===== src/rtl/rsv_pkg.sv =====
// Shared helpers for the reset supervisor: converts physical times into
// clock-cycle counts. Assumes hz*time fits in 64 bits.
package rsv_pkg;

    // Cycles for a time in nanoseconds, rounded up, at least one.
    function automatic longint ns_to_cycles(longint hz, longint ns);
        longint c;
        c = (hz * ns + 64'd999_999_999) / 64'd1_000_000_000;
        return (c < 1) ? 64'd1 : c;
    endfunction

    // Cycles for a time in milliseconds, at least one.
    function automatic longint ms_to_cycles(longint hz, longint ms);
        longint c;
        c = (hz * ms) / 64'd1000;
        return (c < 1) ? 64'd1 : c;
    endfunction

endpackage


===== src/rtl/rsv_sync.sv =====
// Two-flop synchroniser for W independent asynchronous bits.
// Assumes each bit is a level that is stable for many cycles; no bus coherence.
module rsv_sync #(
    parameter int          W       = 1,
    parameter logic [W-1:0] RST_VAL = '0
) (
    input  logic         clk,
    input  logic         rst_n,
    input  logic [W-1:0] d_i,
    output logic [W-1:0] q_o
);

    for (genvar i = 0; i < W; i++) begin : g_bit
        logic meta_q, sync_q;

        // Two-stage capture of one bit into the clock domain.
        always_ff @(posedge clk) begin
            if (!rst_n) begin
                meta_q <= RST_VAL[i];
                sync_q <= RST_VAL[i];
            end else begin
                meta_q <= d_i[i];
                sync_q <= meta_q;
            end
        end

        assign q_o[i] = sync_q;
    end

endmodule


===== src/rtl/rsv_debounce.sv =====
// Debouncer: the output takes a new level only after the input has held
// that level for N consecutive samples. Assumes a synchronised input, N >= 2.
module rsv_debounce #(
    parameter int   N       = 4,
    parameter logic RST_VAL = 1'b1
) (
    input  logic clk,
    input  logic rst_n,
    input  logic in_i,
    output logic out_o
);

    localparam int CW = $clog2(N + 1);

    logic [CW-1:0] cnt_q;
    logic          out_q;

    // Count consecutive samples that differ from the output; flip on the Nth.
    always_ff @(posedge clk) begin
        if (!rst_n) begin
            cnt_q <= '0;
            out_q <= RST_VAL;
        end else if (in_i == out_q) begin
            cnt_q <= '0;
        end else if (cnt_q == CW'(N - 1)) begin
            out_q <= in_i;
            cnt_q <= '0;
        end else begin
            cnt_q <= cnt_q + 1'b1;
        end
    end

    assign out_o = out_q;

    // the output only ever moves to the level the input has been showing.
    a_r4_follow_input: assert property (@(posedge clk) disable iff (!rst_n)
        (out_q != $past(out_q)) |-> (out_q == $past(in_i)));

endmodule


===== src/rtl/rsv_timeout.sv =====
// Reset timeout counter. Holds reset while supply is bad or manual reset is
// low, then counts the selected period before releasing. Assumes
// synchronised and debounced inputs.
module rsv_timeout #(
    parameter longint CLK_HZ = 100_000_000
) (
    input  logic       clk,
    input  logic       rst_n,
    input  logic       ok_i,
    input  logic       mr_n_i,
    input  logic [1:0] sel_i,
    output logic       hold_o,
    output logic       rel_o
);

    localparam longint L0 = rsv_pkg::ms_to_cycles(CLK_HZ, 1);
    localparam longint L1 = rsv_pkg::ms_to_cycles(CLK_HZ, 20);
    localparam longint L2 = rsv_pkg::ms_to_cycles(CLK_HZ, 140);
    localparam longint L3 = rsv_pkg::ms_to_cycles(CLK_HZ, 1120);
    localparam int     CW = $clog2(L3 + 1);

    logic [CW-1:0] lim_c;
    logic [CW-1:0] cnt_q;
    logic          rel_q;

    // Decode the select code into a period length in cycles.
    always_comb begin
        case (sel_i)
            2'd0:    lim_c = CW'(L0);
            2'd1:    lim_c = CW'(L1);
            2'd2:    lim_c = CW'(L2);
            default: lim_c = CW'(L3);
        endcase
    end

    assign hold_o = !ok_i || !mr_n_i;

    // Clear on any hold condition, otherwise count up to the limit and release.
    always_ff @(posedge clk) begin
        if (!rst_n) begin
            cnt_q <= '0;
            rel_q <= 1'b0;
        end else if (hold_o) begin
            cnt_q <= '0;
            rel_q <= 1'b0;
        end else if (cnt_q >= lim_c - 1'b1) begin
            rel_q <= 1'b1;
        end else begin
            cnt_q <= cnt_q + 1'b1;
        end
    end

    assign rel_o = rel_q;

    // a hold condition leaves reset asserted and the count at zero.
    a_r2_hold_clears: assert property (@(posedge clk) disable iff (!rst_n)
        hold_o |=> (!rel_q && cnt_q == '0));

    // release happens only once the count has reached the limit.
    a_r1_release_at_limit: assert property (@(posedge clk) disable iff (!rst_n)
        $rose(rel_q) |-> ($past(cnt_q) + 1'b1 >= $past(lim_c)));

endmodule


===== src/rtl/rsv_edge_boost.sv =====
// Edge-tracking one-shot. Arms when the line has read low for HOLD_CYC
// cycles, then on the line going high drives the active pullup for
// PULSE_CYC cycles and clears the flag. block_i forces the pulse off and
// stops a new one starting. Assumes a synchronised line sense.
module rsv_edge_boost #(
    parameter int HOLD_CYC  = 2,
    parameter int PULSE_CYC = 200
) (
    input  logic clk,
    input  logic rst_n,
    input  logic low_i,
    input  logic block_i,
    output logic pulse_o
);

    localparam int HW = $clog2(HOLD_CYC + 1);
    localparam int PW = $clog2(PULSE_CYC + 1);

    logic [HW-1:0] low_cnt_q;
    logic [PW-1:0] pcnt_q;
    logic          arm_q;
    logic          pulse_q;

    // Pulse sequencing first, then arming so a held low re-arms the flag.
    always_ff @(posedge clk) begin
        if (!rst_n) begin
            low_cnt_q <= '0;
            pcnt_q    <= '0;
            arm_q     <= 1'b0;
            pulse_q   <= 1'b0;
        end else begin
            if (block_i) begin
                pulse_q <= 1'b0;
                pcnt_q  <= '0;
            end else if (pulse_q) begin
                if (pcnt_q == PW'(PULSE_CYC - 1)) begin
                    pulse_q <= 1'b0;
                    arm_q   <= 1'b0;
                end else begin
                    pcnt_q <= pcnt_q + 1'b1;
                end
            end else if (arm_q && !low_i) begin
                pulse_q <= 1'b1;
                pcnt_q  <= '0;
            end

            if (low_i) begin
                if (low_cnt_q == HW'(HOLD_CYC - 1)) begin
                    arm_q <= 1'b1;
                end else begin
                    low_cnt_q <= low_cnt_q + 1'b1;
                end
            end else begin
                low_cnt_q <= '0;
            end
        end
    end

    assign pulse_o = pulse_q;

    // a pulse starts only from an armed flag with the line seen high.
    a_r6_pulse_source: assert property (@(posedge clk) disable iff (!rst_n)
        $rose(pulse_q) |-> ($past(arm_q) && !$past(low_i)));

    // an unblocked pulse keeps going until its length is reached.
    a_r6_pulse_length: assert property (@(posedge clk) disable iff (!rst_n)
        (pulse_q && pcnt_q < PW'(PULSE_CYC - 1) && !block_i) |=> pulse_q);

endmodule


===== src/rtl/rsv_supervisor_ctrl.sv =====
// Reset supervisor controller for a shared active-low reset line.
// Synchronises the three sense inputs, debounces manual reset, runs the
// selectable timeout and the rising-edge active-pullup one-shot.
// Assumes analog parts are external and seen only as sense/enable bits.
module rsv_supervisor_ctrl #(
    parameter longint CLK_HZ   = 100_000_000,
    parameter int     DEB_N    = 4,
    parameter longint HOLD_NS  = 20,
    parameter longint PULSE_NS = 2000
) (
    input  logic       clk,
    input  logic       rst_n,
    input  logic       supply_ok_i,
    input  logic       mr_n_i,
    input  logic [1:0] tmo_sel_i,
    input  logic       line_low_i,
    output logic       pull_low_n_o,
    output logic       passive_pu_en_o,
    output logic       active_pu_en_o
);

    localparam int HOLD_CYC  = int'(rsv_pkg::ns_to_cycles(CLK_HZ, HOLD_NS));
    localparam int PULSE_CYC = int'(rsv_pkg::ns_to_cycles(CLK_HZ, PULSE_NS));

    logic [2:0] sync_q;
    logic       mr_db;
    logic       hold;
    logic       rel;
    logic       pulse;

    rsv_sync #(.W(3), .RST_VAL(3'b110)) u_sync (
        .clk   (clk),
        .rst_n (rst_n),
        .d_i   ({line_low_i, mr_n_i, supply_ok_i}),
        .q_o   (sync_q)
    );

    rsv_debounce #(.N(DEB_N), .RST_VAL(1'b1)) u_mr_db (
        .clk   (clk),
        .rst_n (rst_n),
        .in_i  (sync_q[1]),
        .out_o (mr_db)
    );

    rsv_timeout #(.CLK_HZ(CLK_HZ)) u_tmo (
        .clk    (clk),
        .rst_n  (rst_n),
        .ok_i   (sync_q[0]),
        .mr_n_i (mr_db),
        .sel_i  (tmo_sel_i),
        .hold_o (hold),
        .rel_o  (rel)
    );

    rsv_edge_boost #(.HOLD_CYC(HOLD_CYC), .PULSE_CYC(PULSE_CYC)) u_boost (
        .clk     (clk),
        .rst_n   (rst_n),
        .low_i   (sync_q[2]),
        .block_i (hold || !rel),
        .pulse_o (pulse)
    );

    assign pull_low_n_o    = rel;
    assign passive_pu_en_o = rel;
    assign active_pu_en_o  = pulse;

    // pullup pulse and own pulldown never overlap.
    a_r9_no_overlap: assert property (@(posedge clk) disable iff (!rst_n)
        !(active_pu_en_o && !pull_low_n_o));

endmodule


===== config.mk =====
export PLATFORM = sky130hd
export DESIGN_NAME = rsv_supervisor_ctrl
export DESIGN_NICKNAME = d
export VERILOG_FILES = /design/src/rtl/rsv_pkg.sv /design/src/rtl/rsv_sync.sv /design/src/rtl/rsv_debounce.sv /design/src/rtl/rsv_timeout.sv /design/src/rtl/rsv_edge_boost.sv /design/src/rtl/rsv_supervisor_ctrl.sv
export SDC_FILE = /design/constraint.sdc
export NUM_CORES = 1
export LEC_CHECK = 0
export ABC_CLOCK_PERIOD_IN_PS = 2600
export BUFFER_PORTS_ARGS = -buffer_cell sky130_fd_sc_hd__buf_2
export CAP_MARGIN = 10
export CELL_PAD_IN_SITES_DETAIL_PLACEMENT = 1
export CELL_PAD_IN_SITES_GLOBAL_PLACEMENT = 1
export CORE_ASPECT_RATIO = 0.8
export CORE_MARGIN = 3
export CORE_UTILIZATION = 43
export DETAILED_ROUTE_END_ITERATION = 10
export PLACE_DENSITY_LB_ADDON = 0.1
export RECOVER_POWER = 50
export SYNTH_ARGS = -nofsm -noshare
export SYNTH_HDL_FRONTEND = slang
export SYNTH_SLANG_ARGS = --single-unit

===== constraint.sdc =====
create_clock -name clk -period 2.6 [get_ports clk]
set_input_delay 0.13 -clock clk [delete_from_list [all_inputs] [get_ports clk]]
set_output_delay 0.13 -clock clk [all_outputs]
set_load 0.01 [all_outputs]

==> out/results.txt <==
Hold Fails Final Rpt = 0
# placed instances = 445
Worst Hold Class = in -> reg
Non-Filler Instances = 455
Tcrit/Tclk final = 94.5%
Starting Density = 45.4%
DRT met1 WL = 3650 um
status = finished clean
share of async-settable or async-resettable flops after synthesis = 0%
CP Data Arrival Time = 2.71 ns
width of the die = 98.9 um
grt ovf = 0
Final Core Density = 52.9%
flops & latches, synth = 50
clock root cell = clkbuf_8
Fillers = 796
dpl ws = -0.200 ns
Clock Skew = 0.00508 ns
final net count = 405
Diodes inserted = 0
post-synthesis cell count = 335
Syn Area/Cell = 8.87 sq um
Starting DRT DRC Count = 59
drt wl/cell = 15.7 um
Worst-path clk slew = 0.09 ns
vias in the first global route = 2430
Period minus WS final = 2.46 ns
CTS Buf Count = 5
FF-to-FF setup slack = 0.14 ns
Max Slew Vio Count = 0
f_max = 0.407 GHz
power density cells = 474 nW/um^2
final WL = 7150 um
Port Buffer Count = 9
HPWL Detailed = 5340 um
met3 wire len = 149 um
row count = 26
DR pass1 iterations = 4
antenna violations before repair = 0
layout cells sized above 1 = 19.9%
vias per inst = 5.43
first-pass GRT wire length = 11900 um
final setup vio count = 0
Die H = 80.3 um
number of remaining DRC errors = 0
clk sink count = 50
buffers inserted by post-CTS timing repair = 0
highest metal used = met4
die area = 7950 sq um
placed inst area = 3260 sq um
clk_lat worst skew = 0.30 ns
crit path launch = u_tmo.cnt_q[17]$_SDFFE_PP0N_
final setup margin = 0.143 ns
FF-to-FF Start = u_tmo.cnt_q[17]$_SDFFE_PP0N_
type of origin of the critical path = flip-flop
clock buffer depth = 2
capture point of the worst reg-to-reg path = u_tmo.cnt_q[24]$_SDFFE_PP0N_
worst slew pin tran = 0.586 ns
Worst IR Drop VDD = 0.000233 V
post-route ant nets = 0
Slew HR = 60.8%
Yosys warning count = 0
Leak = 1.44 nW
routed via count = 2470
max cap viols = 0
post-synthesis sequential area ratio = 33.7%
fin area = 3460 sq um
gpl congestion = 0.827
largest net degree at the start of global routing = 27
worst setup path end = u_tmo.cnt_q[24]$_SDFFE_PP0N_
Mapped Area = 2970 sq um
CP Class = reg -> reg
H-tree Lvls = 2
GRT Total Usage = 18.6%
CTS tree = built
Reg2Reg Depth = 9
area delta synth->final = 16.5%
RSZ-0062 raised after global routing = true
met2 wire length = 3290 um
Distinct cells, synth = 55
main flop type after synthesis = dfxtp_1
CORE AREA = 6540 sq um
critical path fanouts, max = 8
CP required = 2.85 ns
Top Ports = 10
Mapped Nets = 370
number of synthesized flops with an enable pin = 0
CP Capture Type = flip-flop
-- cell usage after synthesis, drive strengths merged (7+ instances only) --
master	n	area [sq um]
nand4	12	75.1
xnor2	14	123
a21oi	16	91.3
nand3	22	120
dfxtp	50	1000
buf	7	55.1
nand2	23	86.3
nand2b	7	43.8
ha	28	350
xor2	11	96.3
and3	11	70.1
nor3	13	115
o21ai	7	35.0
nor2	39	149
inv	18	67.6
-- final cells by class --
type,instances,area (sq um),share of cell area (%)
Multi-Input combinational cell,256,1870,54.1
Sequential cell,50,1000,29.0
Timing Repair Buffer,39,270,7.81
Tap cell,84,105,3.04
Clock buffer,6,82.6,2.39
Inverter,18,67.6,1.95
Clock inverter,2,60.1,1.74
-- per-stage QoR --
stage | TNS [ns] | hold slack (ns) | power, mW
final | 0 | 0.0322 | 1.64
after global routing | -0.135 | 0.0341 | 1.72
after CTS | 0 | 0.0258 | 1.66
after detailed placement | -2.59 | 0.314 | 0.983
after global placement | -0.681 | 0.311 | 0.973
after floorplan | 0 | 0.231 | 0.934
-- power by group --
| part | total [mW] | switching, mW | internal (mW) |
|---|---|---|---|
| registers | 0.807 | 0.0146 | 0.793 |
| logic | 0.163 | 0.0885 | 0.0741 |
| clock network | 0.671 | 0.261 | 0.410 |
| total | 1.64 | 0.364 | 1.28 |
-- state kept, by name, summed over array words and instances (netlist names) --
register             cells
u_mr_db.cnt_q            3
u_boost.pcnt_q           8
u_sync.g_bit.meta_q      3
u_tmo.cnt_q             27
u_tmo.rel_o              1
u_sync.g_bit.sync_q      3
u_boost.low_cnt_q        2
u_boost.arm_q            1
u_mr_db.out_o            1
u_boost.pulse_o          1
-- timing repair --
| item | 4_1_cts | 5_1_grt |
|---|---|---|
| resized for setup | 0 | 10 |
| setup endpoints to repair | 0 | 23 |
| hold buffers | 2 | 0 |
| hold endpoints to repair | 2 | 0 |
-- metal layers --
metal / global-route usage [%] / vias to the layer above
met1: 25.5 / 1184
li1: - / 1260
met3: 3.47 / 9
met2: 30.2 / 17
met5: 0 / -
met4: 4.09 / 0
-- worst max-delay path, stage by stage, from the launching register on --
cell,delay (ns)
dfxtp_2,0.36
ha_1,0.30
nand4_1,0.20
a2111oi_4,0.46
nand3_2,0.18
o311ai_4,0.39
nor3_2,0.06
buf_4,0.18
a31oi_1,0.18
a41o_1,0.10
-- kinds of logic (layout without fill, tap and decap cells) --
family	count (synthesis)	count (layout)	share of synthesized area (%)
muxes	3	3	1.01
buffers and inverters	29	65	4.63
and+or+nand+nor	150	150	28.0
AOI/OAI and AO/OA	50	50	13.5
DFF	50	50	33.7
xor gates and xnor gates	25	25	7.37
adders and majority gates	28	28	11.8
-- how the worst min path moves through the flow --
stage           startpoint                                 to  slack, ns  cells past startpoint
2_1_floorplan       mr_n_i  u_sync.g_bit[1].meta_q$_SDFF_PN1_       0.23                      1
3_3_place_gp        mr_n_i  u_sync.g_bit[1].meta_q$_SDFF_PN1_       0.31                      2
3_5_place_dp        mr_n_i  u_sync.g_bit[1].meta_q$_SDFF_PN1_       0.31                      2
4_1_cts        supply_ok_i  u_sync.g_bit[0].meta_q$_SDFF_PN0_       0.03                      2
5_1_grt        supply_ok_i  u_sync.g_bit[0].meta_q$_SDFF_PN0_       0.03                      2
6_report       supply_ok_i  u_sync.g_bit[0].meta_q$_SDFF_PN0_       0.03                      2
-- cell usage in the layout (no fill, tap or decap), types with 3 or more instances in the layout --
cell and count:
dfxtp_1 49, nor2_1 38, buf_4 28, ha_1 25
nand2_1 23, nand3_1 20, inv_1 17, xnor2_1 14
nand4_1 12, a21oi_1 11, xor2_1 11, nor3_2 10
and3_1 10, nand2b_1 7, clkbuf_8 6, o21ai_1 5
a21oi_2 5, buf_2 5, a21o_1 4, nand3b_1 4
and2_1 4, clkbuf_1 4, nor3_1 3, mux2i_1 3
and4_1 3, a31o_1 3
(Power assumes the default switching activity.)
